--- src/rtl/lbist_pkg.sv ---
package lbist_pkg;

  typedef enum logic [1:0] {
    ST_IDLE = 2'd0,
    ST_RUN  = 2'd1,
    ST_END  = 2'd2
  } lb_state_e;

  localparam logic [2:0] A_CTRL = 3'd0;
  localparam logic [2:0] A_TMO  = 3'd1;
  localparam logic [2:0] A_ARM  = 3'd2;
  localparam logic [2:0] A_STAT = 3'd3;
  localparam logic [2:0] A_PTR  = 3'd4;

  localparam logic [3:0] KEY_GO  = 4'hA;
  localparam logic [3:0] KEY_OFF = 4'h5;

  localparam int DIV_W = 3;

  typedef struct packed {
    logic [DIV_W-1:0] div;
    logic             par;
    logic             restart;
    logic [15:0]      count;
  } lb_cfg_t;

endpackage

--- src/rtl/lbist_regs.sv ---
module lbist_regs
  import lbist_pkg::*;
#(
  parameter int IW    = 3,
  parameter int TMO_W = 32
) (
  input  logic             clk,
  input  logic             rst_n,
  input  logic             wr,
  input  logic [2:0]       addr,
  input  logic [31:0]      wdata,
  output logic [31:0]      rdata,
  input  logic             busy,
  input  logic             end_now,
  input  logic             end_fail,
  input  logic             end_tmo,
  input  logic [IW-1:0]    ptr,
  output lb_cfg_t          cfg,
  output logic [TMO_W-1:0] tmo_pre,
  output logic             armed
);

  localparam int CFG_W = $bits(lb_cfg_t);

  lb_cfg_t          cfg_q, cfg_d;
  logic [TMO_W-1:0] tmo_q, tmo_d;
  logic [3:0]       key_q, key_d;
  logic [2:0]       stat_q, stat_d;
  logic             unused_hi;

  assign unused_hi = ^wdata[31:CFG_W];

  always_comb begin
    cfg_d  = cfg_q;
    tmo_d  = tmo_q;
    key_d  = key_q;
    stat_d = stat_q;
    if (wr && !busy) begin
      case (addr)
        A_CTRL:  cfg_d = lb_cfg_t'(wdata[CFG_W-1:0]);
        A_TMO:   tmo_d = wdata[TMO_W-1:0];
        A_ARM:   key_d = wdata[3:0];
        default: ;
      endcase
    end
    if (wr && (addr == A_STAT)) begin
      stat_d = stat_q & ~wdata[2:0];
    end
    if (end_now) begin
      stat_d        = stat_d | {end_tmo, end_fail, 1'b1};
      cfg_d.restart = 1'b0;
      key_d         = KEY_OFF;
    end
  end

  always_ff @(posedge clk or negedge rst_n) begin
    if (!rst_n) begin
      cfg_q  <= '0;
      tmo_q  <= '0;
      key_q  <= KEY_OFF;
      stat_q <= '0;
    end else begin
      cfg_q  <= cfg_d;
      tmo_q  <= tmo_d;
      key_q  <= key_d;
      stat_q <= stat_d;
    end
  end

  always_comb begin
    case (addr)
      A_CTRL:  rdata = 32'(cfg_q);
      A_TMO:   rdata = 32'(tmo_q);
      A_ARM:   rdata = {28'd0, key_q};
      A_STAT:  rdata = {29'd0, stat_q};
      A_PTR:   rdata = 32'(ptr);
      default: rdata = '0;
    endcase
  end

  assign cfg     = cfg_q;
  assign tmo_pre = tmo_q;
  assign armed   = (key_q == KEY_GO);

endmodule

--- src/rtl/lbist_clkdiv.sv ---
module lbist_clkdiv
  import lbist_pkg::*;
(
  input  logic             clk,
  input  logic             rst_n,
  input  logic             load,
  input  logic             run,
  input  logic [DIV_W-1:0] div,
  output logic             tick
);

  logic [DIV_W-1:0] cnt_q, cnt_d;

  assign tick = run && (cnt_q == div);

  always_comb begin
    cnt_d = cnt_q;
    if (load) begin
      cnt_d = '0;
    end else if (run) begin
      cnt_d = tick ? '0 : cnt_q + 1'b1;
    end
  end

  always_ff @(posedge clk or negedge rst_n) begin
    if (!rst_n) begin
      cnt_q <= '0;
    end else begin
      cnt_q <= cnt_d;
    end
  end

endmodule

--- src/rtl/lbist_timer.sv ---
module lbist_timer #(
  parameter int TMO_W = 32
) (
  input  logic             clk,
  input  logic             rst_n,
  input  logic             load,
  input  logic             run,
  input  logic [TMO_W-1:0] preload,
  output logic             expired
);

  logic [TMO_W-1:0] cnt_q, cnt_d;
  logic             at_zero;

  assign at_zero = (cnt_q == '0);
  assign expired = run && at_zero;

  always_comb begin
    cnt_d = cnt_q;
    if (load) begin
      cnt_d = preload;
    end else if (run && !at_zero) begin
      cnt_d = cnt_q - 1'b1;
    end
  end

  always_ff @(posedge clk or negedge rst_n) begin
    if (!rst_n) begin
      cnt_q <= '0;
    end else begin
      cnt_q <= cnt_d;
    end
  end

endmodule

--- src/rtl/lbist_fsm.sv ---
module lbist_fsm
  import lbist_pkg::*;
#(
  parameter int MAX_INTERVALS = 8,
  parameter int IW            = 3
) (
  input  logic          clk,
  input  logic          rst_n,
  input  logic          armed,
  input  logic [15:0]   count,
  input  logic          restart,
  input  logic          par,
  input  logic          tick,
  input  logic          expired,
  input  logic          ivl_done,
  input  logic          ivl_fail,
  output logic          load,
  output logic          run,
  output logic          busy,
  output logic          end_now,
  output logic          end_fail,
  output logic          end_tmo,
  output logic [1:0]    elem_sel,
  output logic [IW-1:0] ptr
);

  localparam logic [15:0]   MAX_CNT = 16'(MAX_INTERVALS);
  localparam logic [IW-1:0] PTR_TOP = IW'(MAX_INTERVALS - 1);

  lb_state_e     st_q, st_d;
  logic [IW-1:0] ptr_q, ptr_d;
  logic [15:0]   rem_q, rem_d;
  logic          ph_q, ph_d;
  logic          fail_q, fail_d;
  logic          tmo_q, tmo_d;
  logic [15:0]   eff_cnt;
  logic [IW-1:0] ptr_inc;

  assign eff_cnt = (count > MAX_CNT) ? MAX_CNT : count;
  assign ptr_inc = (ptr_q == PTR_TOP) ? '0 : ptr_q + 1'b1;

  always_comb begin
    st_d   = st_q;
    ptr_d  = ptr_q;
    rem_d  = rem_q;
    ph_d   = ph_q;
    fail_d = fail_q;
    tmo_d  = tmo_q;
    load   = 1'b0;
    case (st_q)
      ST_IDLE: begin
        if (armed) begin
          fail_d = 1'b0;
          tmo_d  = 1'b0;
          if (eff_cnt == '0) begin
            st_d = ST_END;
          end else begin
            load  = 1'b1;
            st_d  = ST_RUN;
            rem_d = eff_cnt;
            ph_d  = 1'b0;
            if (restart) begin
              ptr_d = '0;
            end
          end
        end
      end
      ST_RUN: begin
        if (expired) begin
          tmo_d = 1'b1;
          st_d  = ST_END;
        end else if (tick && ivl_done) begin
          if (ivl_fail) begin
            fail_d = 1'b1;
            st_d   = ST_END;
          end else if (!par && !ph_q) begin
            ph_d = 1'b1;
          end else begin
            ph_d  = 1'b0;
            ptr_d = ptr_inc;
            rem_d = rem_q - 1'b1;
            if (rem_q == 16'd1) begin
              st_d = ST_END;
            end
          end
        end
      end
      default: begin
        st_d = ST_IDLE;
      end
    endcase
  end

  always_ff @(posedge clk or negedge rst_n) begin
    if (!rst_n) begin
      st_q   <= ST_IDLE;
      ptr_q  <= '0;
      rem_q  <= '0;
      ph_q   <= 1'b0;
      fail_q <= 1'b0;
      tmo_q  <= 1'b0;
    end else begin
      st_q   <= st_d;
      ptr_q  <= ptr_d;
      rem_q  <= rem_d;
      ph_q   <= ph_d;
      fail_q <= fail_d;
      tmo_q  <= tmo_d;
    end
  end

  always_comb begin
    if (st_q != ST_RUN) begin
      elem_sel = 2'b00;
    end else if (par) begin
      elem_sel = 2'b11;
    end else begin
      elem_sel = ph_q ? 2'b10 : 2'b01;
    end
  end

  assign run      = (st_q == ST_RUN);
  assign busy     = (st_q != ST_IDLE);
  assign end_now  = (st_q == ST_END);
  assign end_fail = fail_q;
  assign end_tmo  = tmo_q;
  assign ptr      = ptr_q;

endmodule

--- src/rtl/lbist_ctrl.sv ---
module lbist_ctrl
  import lbist_pkg::*;
#(
  parameter int MAX_INTERVALS = 8,
  parameter int TMO_W         = 32,
  localparam int IW           = (MAX_INTERVALS > 1) ? $clog2(MAX_INTERVALS) : 1
) (
  input  logic          clk,
  input  logic          rst_n,
  input  logic          bus_wr,
  input  logic [2:0]    bus_addr,
  input  logic [31:0]   bus_wdata,
  output logic [31:0]   bus_rdata,
  input  logic          ivl_done,
  input  logic          ivl_fail,
  output logic          tck_en,
  output logic          test_active,
  output logic [1:0]    elem_sel,
  output logic [IW-1:0] cur_ivl,
  output logic          core_rst_req
);

  logic [1:0]       rsync_q;
  logic             srst_n;
  lb_cfg_t          cfg;
  logic [TMO_W-1:0] tmo_pre;
  logic             armed, load, run, busy;
  logic             end_now, end_fail, end_tmo;
  logic             tick, expired;
  logic [IW-1:0]    ptr;

  always_ff @(posedge clk or negedge rst_n) begin
    if (!rst_n) begin
      rsync_q <= 2'b00;
    end else begin
      rsync_q <= {rsync_q[0], 1'b1};
    end
  end
  assign srst_n = rsync_q[1];

  lbist_regs #(.IW(IW), .TMO_W(TMO_W)) u_regs (
    .clk      (clk),
    .rst_n    (srst_n),
    .wr       (bus_wr),
    .addr     (bus_addr),
    .wdata    (bus_wdata),
    .rdata    (bus_rdata),
    .busy     (busy),
    .end_now  (end_now),
    .end_fail (end_fail),
    .end_tmo  (end_tmo),
    .ptr      (ptr),
    .cfg      (cfg),
    .tmo_pre  (tmo_pre),
    .armed    (armed)
  );

  lbist_clkdiv u_div (
    .clk   (clk),
    .rst_n (srst_n),
    .load  (load),
    .run   (run),
    .div   (cfg.div),
    .tick  (tick)
  );

  lbist_timer #(.TMO_W(TMO_W)) u_tmo (
    .clk     (clk),
    .rst_n   (srst_n),
    .load    (load),
    .run     (run),
    .preload (tmo_pre),
    .expired (expired)
  );

  lbist_fsm #(.MAX_INTERVALS(MAX_INTERVALS), .IW(IW)) u_fsm (
    .clk      (clk),
    .rst_n    (srst_n),
    .armed    (armed),
    .count    (cfg.count),
    .restart  (cfg.restart),
    .par      (cfg.par),
    .tick     (tick),
    .expired  (expired),
    .ivl_done (ivl_done),
    .ivl_fail (ivl_fail),
    .load     (load),
    .run      (run),
    .busy     (busy),
    .end_now  (end_now),
    .end_fail (end_fail),
    .end_tmo  (end_tmo),
    .elem_sel (elem_sel),
    .ptr      (ptr)
  );

  assign tck_en       = tick;
  assign test_active  = run;
  assign cur_ivl      = ptr;
  assign core_rst_req = end_now;

endmodule

--- config.mk ---
export PLATFORM = sky130hd
export DESIGN_NAME = lbist_ctrl
export DESIGN_NICKNAME = d
export VERILOG_FILES = /design/src/rtl/lbist_pkg.sv /design/src/rtl/lbist_regs.sv /design/src/rtl/lbist_clkdiv.sv /design/src/rtl/lbist_timer.sv /design/src/rtl/lbist_fsm.sv /design/src/rtl/lbist_ctrl.sv
export SDC_FILE = /design/constraint.sdc
export NUM_CORES = 1
export LEC_CHECK = 0
export BUFFER_PORTS_ARGS = -buffer_cell sky130_fd_sc_hd__buf_2
export CAP_MARGIN = 30
export CORE_MARGIN = 2
export CORE_UTILIZATION = 44
export CTS_CLUSTER_SIZE = 30
export DETAILED_ROUTE_END_ITERATION = 10
export HOLD_SLACK_MARGIN = 0.15
export SYNTH_ARGS = -nofsm -noshare
export SYNTH_HDL_FRONTEND = slang
export SYNTH_HIERARCHICAL = 1
export SYNTH_SLANG_ARGS = --single-unit
export TNS_END_PERCENT = 10
--- constraint.sdc ---
create_clock -name clk -period 4.04 [get_ports clk]
set_input_delay 0.808 -clock clk [delete_from_list [all_inputs] [get_ports clk]]
set_output_delay 0.808 -clock clk [all_outputs]
set_load 0.02 [all_outputs]
# [Word-level counts from Yosys, hierarchy flattened]
# Index checks and enable logic that the tools add are counted.
[totals] regBits=121 wordCells=138
[op_classes] addsub=4 n_lt_le_gt_ge=1 n_eq_ne=23 bitwise_logic=3 n_mux=59 reduce_logical=32
[op_table] operator="$pmux 32 s5" count=1
[op_table] operator="$mux 16" count=7
[op_table] operator="$mux 32" count=2
[op_table] operator="$mux 3" count=13
[op_table] operator="$mux 17" count=2
[op_table] operator="$logic_not 32->1" count=1
[op_table] operator="$pmux 16 s2" count=1
[op_table] operator="$sub 32x1->32 const B" count=1
[op_table] operator="$mux 2" count=10
[op_table] operator="$eq 16x1->1 const B" count=1
[op_table] operator="$gt 16x4->1 const B" count=1
[op_table] operator="$logic_not 16->1" count=1
[op_table] operator="$ne 2x2->1 const B" count=8
[op_table] operator="$sub 16x1->16 const B" count=1
[op_table] operator="$mux 1" count=15
[op_table] operator="$reduce_bool 2->1" count=7
[op_table] operator="$mux 4" count=3
[op_table] operator="$ne 4x4->1 const B" count=2
[op_table] operator="$reduce_and 2->1" count=4
[op_table] operator="$reduce_and 8->1" count=1
[op_table] operator="$logic_and 1x1->1" count=7
[op_table] operator="$reduce_and 7->1" count=1
[op_table] operator="$add 3x1->3 const B" count=2
[op_table] operator="$eq 3x2->1 const B" count=2
[op_table] operator="other kinds (21)" count=28

# [Depth between registers and ports, before layout]
[depth] depth_word=7 ltp_mapped=11 mapped_depth_nobuf=10

# [By module]
# The synthesis kept the hierarchy.
[modules_own_cells] mod="lbist_regs" cells_per_inst=204 instances=1 area_each_um2=2910.3
[modules_own_cells] mod="lbist_timer" cells_per_inst=243 instances=1 area_each_um2=2065.7
[modules_own_cells] mod="lbist_fsm" cells_per_inst=164 instances=1 area_each_um2=1462.7
[modules_own_cells] mod="lbist_clkdiv" cells_per_inst=19 instances=1 area_each_um2=198.9
[modules_own_cells] mod="lbist_ctrl" cells_per_inst=3 instances=1 area_each_um2=53.8

# [Worst setup path after synthesis]
# No wires, ideal clock.
[synth_timing] path_type="reg2reg" from="reg u_fsm.st_q[1]" to="reg u_fsm.rem_q[8]" setup_ns=0.078 path_slack_ns=1.331 path_stages_with_launch=12 required_ns=3.962 period_less_slack_ns=2.709 arrival_ns=2.631 path_cell_list="dfrtp_1 > nand2b_2 > inv_2 > and2_1 > nand4_1 > nor3_1 > and4bb_2 > a22oi_1 > a311o_1 > buf_2 > o21ai_0 > o21ai_1"
[synth_rtl] element="start, declared" line="lbist_fsm.sv:30" text="lb_state_e st_q, st_d;"
[synth_rtl] element="start signal, assigned" line="lbist_fsm.sv:103" text="st_q <= st_d;"
[synth_rtl] element="$eq 2x1->1" line="lbist_fsm.sv:122" text="assign run = (st_q == ST_RUN);"
[synth_rtl] element="via test_active" line="lbist_ctrl.sv:17" text="output logic test_active,"
[synth_rtl] element="$logic_and 1x1->1" line="lbist_timer.sv:16" text="assign expired = run && at_zero;"
[synth_rtl] element="via expired" line="lbist_ctrl.sv:29" text="logic tick, expired;"
[synth_rtl] element="$ne 2x2->1 (no source line)"
[synth_rtl] element="$reduce_and 7->1 (no source line)"
[synth_rtl] element="end signal, assigned" line="lbist_fsm.sv:105" text="rem_q <= rem_d;"
[synth_rtl] element="end, declared" line="lbist_fsm.sv:32" text="logic [15:0] rem_q, rem_d;"
# The timed path passes the listed nets, and every way through them passes these cells.
# A chain may end at the register's enable or synchronous reset.

# [Final worst setup path]
[layout_timing] from="reg u_tmo.cnt_q[24]" to="reg u_fsm.rem_q[13]"
[layout_via] elab_chain_cells=4
[layout_rtl] element="start, declared" line="lbist_timer.sv:12" text="logic [TMO_W-1:0] cnt_q, cnt_d;"
[layout_rtl] element="start signal, assigned" line="lbist_timer.sv:31" text="cnt_q <= cnt_d;"
[layout_rtl] element="$logic_not 32->1" line="lbist_timer.sv:15" text="assign at_zero = (cnt_q == '0);"
[layout_rtl] element="$logic_and 1x1->1" line="lbist_timer.sv:16"
[layout_rtl] element="via expired" line="lbist_ctrl.sv:29"
[layout_rtl] element="$ne 2x2->1 (no source line)"
[layout_rtl] element="$reduce_and 7->1 (no source line)"
# The timed path passes the listed nets, and every way through them passes these cells.

==> flow_summary.ini <==
[synthesis]
syn_nets = 679
syn_area_um2 = 6690
postSynthRegisterBits = 121
yosysUniqueCellTypes = 85
synth_ff_type = dfrtp_1
syn_avg_cell_area_um2 = 10.6
synth_edf_count = 0
synth-seq-area-share_pct = 45.3
async_flop_share_pct = 100
yosysWarningCount = 6
synthCells = 633

[timing]
rsz0062_at_grt = no
fin_crit_sh_pct = 82.6
min_period_ns = 3.34
slew_violations = 0
timing.hold.ws_ns = 0.194
final-setup-viol-count = 0
max_slew_margin_pct = 36.1
fin_tns_setup_ns = 0
hold_viol_final = 0
setup_ws_ns = 0.701
fmax_mhz = 300
worst_pin_slew_ns = 0.946
finClkSkew_ns = 0.00720

[clock_network]
cts.sinks = 121
postCtsResizedCells = 0
cts_tree = done
clk_pin_slew_ns = 0.06
cts_buffers = 17
cts_buffer_depth = 2
cts-root-buf = clkbuf_16
clk_latency_ns = 0.42
htreeDepth = 4

[worst_setup_path]
critical_path_class = register to register
cp_max_fo = 13
start_kind = register
slowest_stage = nor4_1
cpPeakStageDelay_ns = 0.53
crit_arrival_ns = 3.69
critPathCaptureType = register
cp_cell_sequence = nor4_1 > nand4_1 > nor3_1 > and4bb_2 > a22oi_1 > a311o_1 > o21ai_0 > o21ai_1
critPathBufInv = 0
required_ns = 4.39
critPathTopFamily = simple AND/OR/NAND/NOR gates

[placed_design]
gp_congestion = 0.855
io_buffers = 79
place_hpwl_mm = 11.9
post-place-ws_ns = 0.726

[die]
die_x_um = 127
ioPinCount = 80
core_um2 = 15000
num_rows = 45
initial_core_util_pct = 44.5
dieArea_um2 = 16200
die_y_um = 127

[layout]
antenna_cells = 0
syn_to_final_growth_pct = 18.3
final_common_cell = dfrtp_1
mostFrequentLayoutCells = 118 x dfrtp_1, 79 x buf_2, 49 x nor2_1
final_nets = 758
drive_above_1_share_pct = 25.7
postLayoutCoreUtil_pct = 52.7

[detailed_routing]
detail-route-antenna-nets = 0
drt_pre_antenna_iters = 8
vias = 5407
drtIter0Drc = 438
drc = 0
post_drt_wl_per_cell_um = 18.4
viasPerCell = 5.92
wl_mm = 16.8

[pwr]
p_int_mw = 3.44
power_frac_comb_pct = 27.9
ir_drop_v = 0.000370
power.density_nw_per_um2 = 658
p_sw_mw = 1.77
p_sw_share_pct = 33.9
power.share.clock_pct = 32.1
pwr-share-seq_pct = 40.0
total_leakage_power_nw = 3.59

[run_status]
status = finished clean

[global_route]
first_global_vias = 5322
antenna_found_initial = 0
grt_start_max_net_pins = 104
grt-ovfl-total = 0
grt_pass1_wl_mm = 28.1
grt_use_total_pct = 22.0

[worst_hold_path]
hold_path.class = register to asynchronous set/reset pin

[run]
maxCapViolCount = 0
-- metal layers --
layer / vias up / global-route usage (%) / wire length (um)
li1: 2554 / - / -
met1: 2691 / 31.4 / 8130
met2: 147 / 33.8 / 7720
met3: 15 / 5.23 / 785
met4: 0 / 5.49 / 194
met5: - / 0 / 0
-- final timing paths --
kind                                                   from                             to  slack [ns]  cells past startpoint
max in group asynchronous              rsync_q[1]$_DFF_PN0_    u_tmo/cnt_q[21]$_DFFE_PN0P_        3.02                      1
min in group clk                       rsync_q[0]$_DFF_PN0_           rsync_q[1]$_DFF_PN0_        0.35                      0
worst max-delay path            u_tmo/cnt_q[24]$_DFFE_PN0P_    u_fsm/rem_q[13]$_DFFE_PN0P_        0.70                      8
worst min register to register         rsync_q[1]$_DFF_PN0_  u_regs/tmo_pre[7]$_DFFE_PN0P_        0.19                      0
worst max register to register  u_tmo/cnt_q[24]$_DFFE_PN0P_    u_fsm/rem_q[13]$_DFFE_PN0P_        0.70                      8
worst min-delay path                   rsync_q[1]$_DFF_PN0_  u_regs/tmo_pre[7]$_DFFE_PN0P_        0.19                      0
-- cell type report --
class,count,area [um2]
Clock buffer,20,457
Fill cell,1339,7120
Inverter,14,52.6
Timing Repair Buffer,91,513
Clock inverter,12,196
Tap cell,188,235
Multi-Input combinational cell,467,3430
Sequential cell,121,3030
-- synthesized netlist by cell type, drive strengths merged (6+ instances only) --
master / count / area (um2)
a21oi: 30 / 150
a22o: 22 / 193
a31oi: 15 / 93.8
and2: 18 / 114
and3: 7 / 45.1
buf: 16 / 125
clkbuf: 15 / 56.3
dfrtp: 119 / 2980
ha: 6 / 75.1
inv: 14 / 52.6
mux2: 56 / 743
mux2i: 7 / 70.1
nand2: 41 / 156
nand2b: 10 / 65.1
nand3: 12 / 60.1
nand4: 7 / 43.8
nor2: 50 / 195
nor3: 19 / 100
nor4: 14 / 121
o211ai: 7 / 52.6
o21ai: 29 / 149
o31ai: 8 / 65.1
or3: 10 / 63.8
or4: 17 / 131
xnor2: 7 / 61.3
xor2: 7 / 61.3
-- metrics by stage --
step	area [um2]	cells	total power, mW
floorplan	6690	633	3.09
global placement	7230	879	3.49
detailed placement	7250	880	3.54
CTS	7920	913	5.24
global route	7920	913	5.53
finish	7920	913	5.21
-- worst register-to-register path, stage by stage (launching register included) --
cell and delay (ns):
dfrtp_1 0.41, nor4_1 0.53, nand4_1 0.39, nor3_1 0.52
and4bb_2 0.31, a22oi_1 0.34, a311o_1 0.50, o21ai_0 0.18
o21ai_1 0.09
-- state kept, by name, indices dropped and copies added (netlist names) --
name            count
u_regs/tmo_pre     32
u_tmo/cnt_q        32
u_regs/cfg         21
u_fsm/rem_q        16
u_regs/key_q        4
u_div/cnt_q         3
u_fsm/ptr           3
u_regs/stat_q       3
rsync_q             2
u_fsm/st_q          2
u_fsm/end_fail      1
u_fsm/end_tmo       1
u_fsm/ph_q          1
-- logic make-up after synthesis --
| family | Yosys count | share of synthesized area (%) |
|---|---|---|
| other | 1 | 0.0560 |
| XOR/XNOR | 14 | 1.83 |
| AND/OR/NAND/NOR | 233 | 20.3 |
| buffers and inverters | 45 | 3.50 |
| multiplexers | 63 | 12.2 |
| AO/OA/AOI/OAI | 150 | 15.7 |
| adder cells (fa/ha/maj) | 6 | 1.12 |
| flip-flops | 121 | 45.3 |
-- power groups by stage --
| stage | sequential (mW) | clock, mW | combinational, mW |
|---|---|---|---|
| after floorplan | 1.96 | 0 | 1.13 |
| after global placement | 2.08 | 0 | 1.41 |
| after detailed placement | 2.10 | 0 | 1.44 |
| after CTS | 2.08 | 1.70 | 1.45 |
| after global routing | 2.15 | 1.76 | 1.62 |
| final | 2.08 | 1.68 | 1.45 |
-- timing repair --
| action | 4_1_cts | 5_1_grt |
|---|---|---|
| hold buffers | 1 | 0 |
| endpoints found under the hold margin | 2 | 0 |
| setup buffers | 0 | 0 |
No activity file was read; power rests on OpenSTA's default activity.
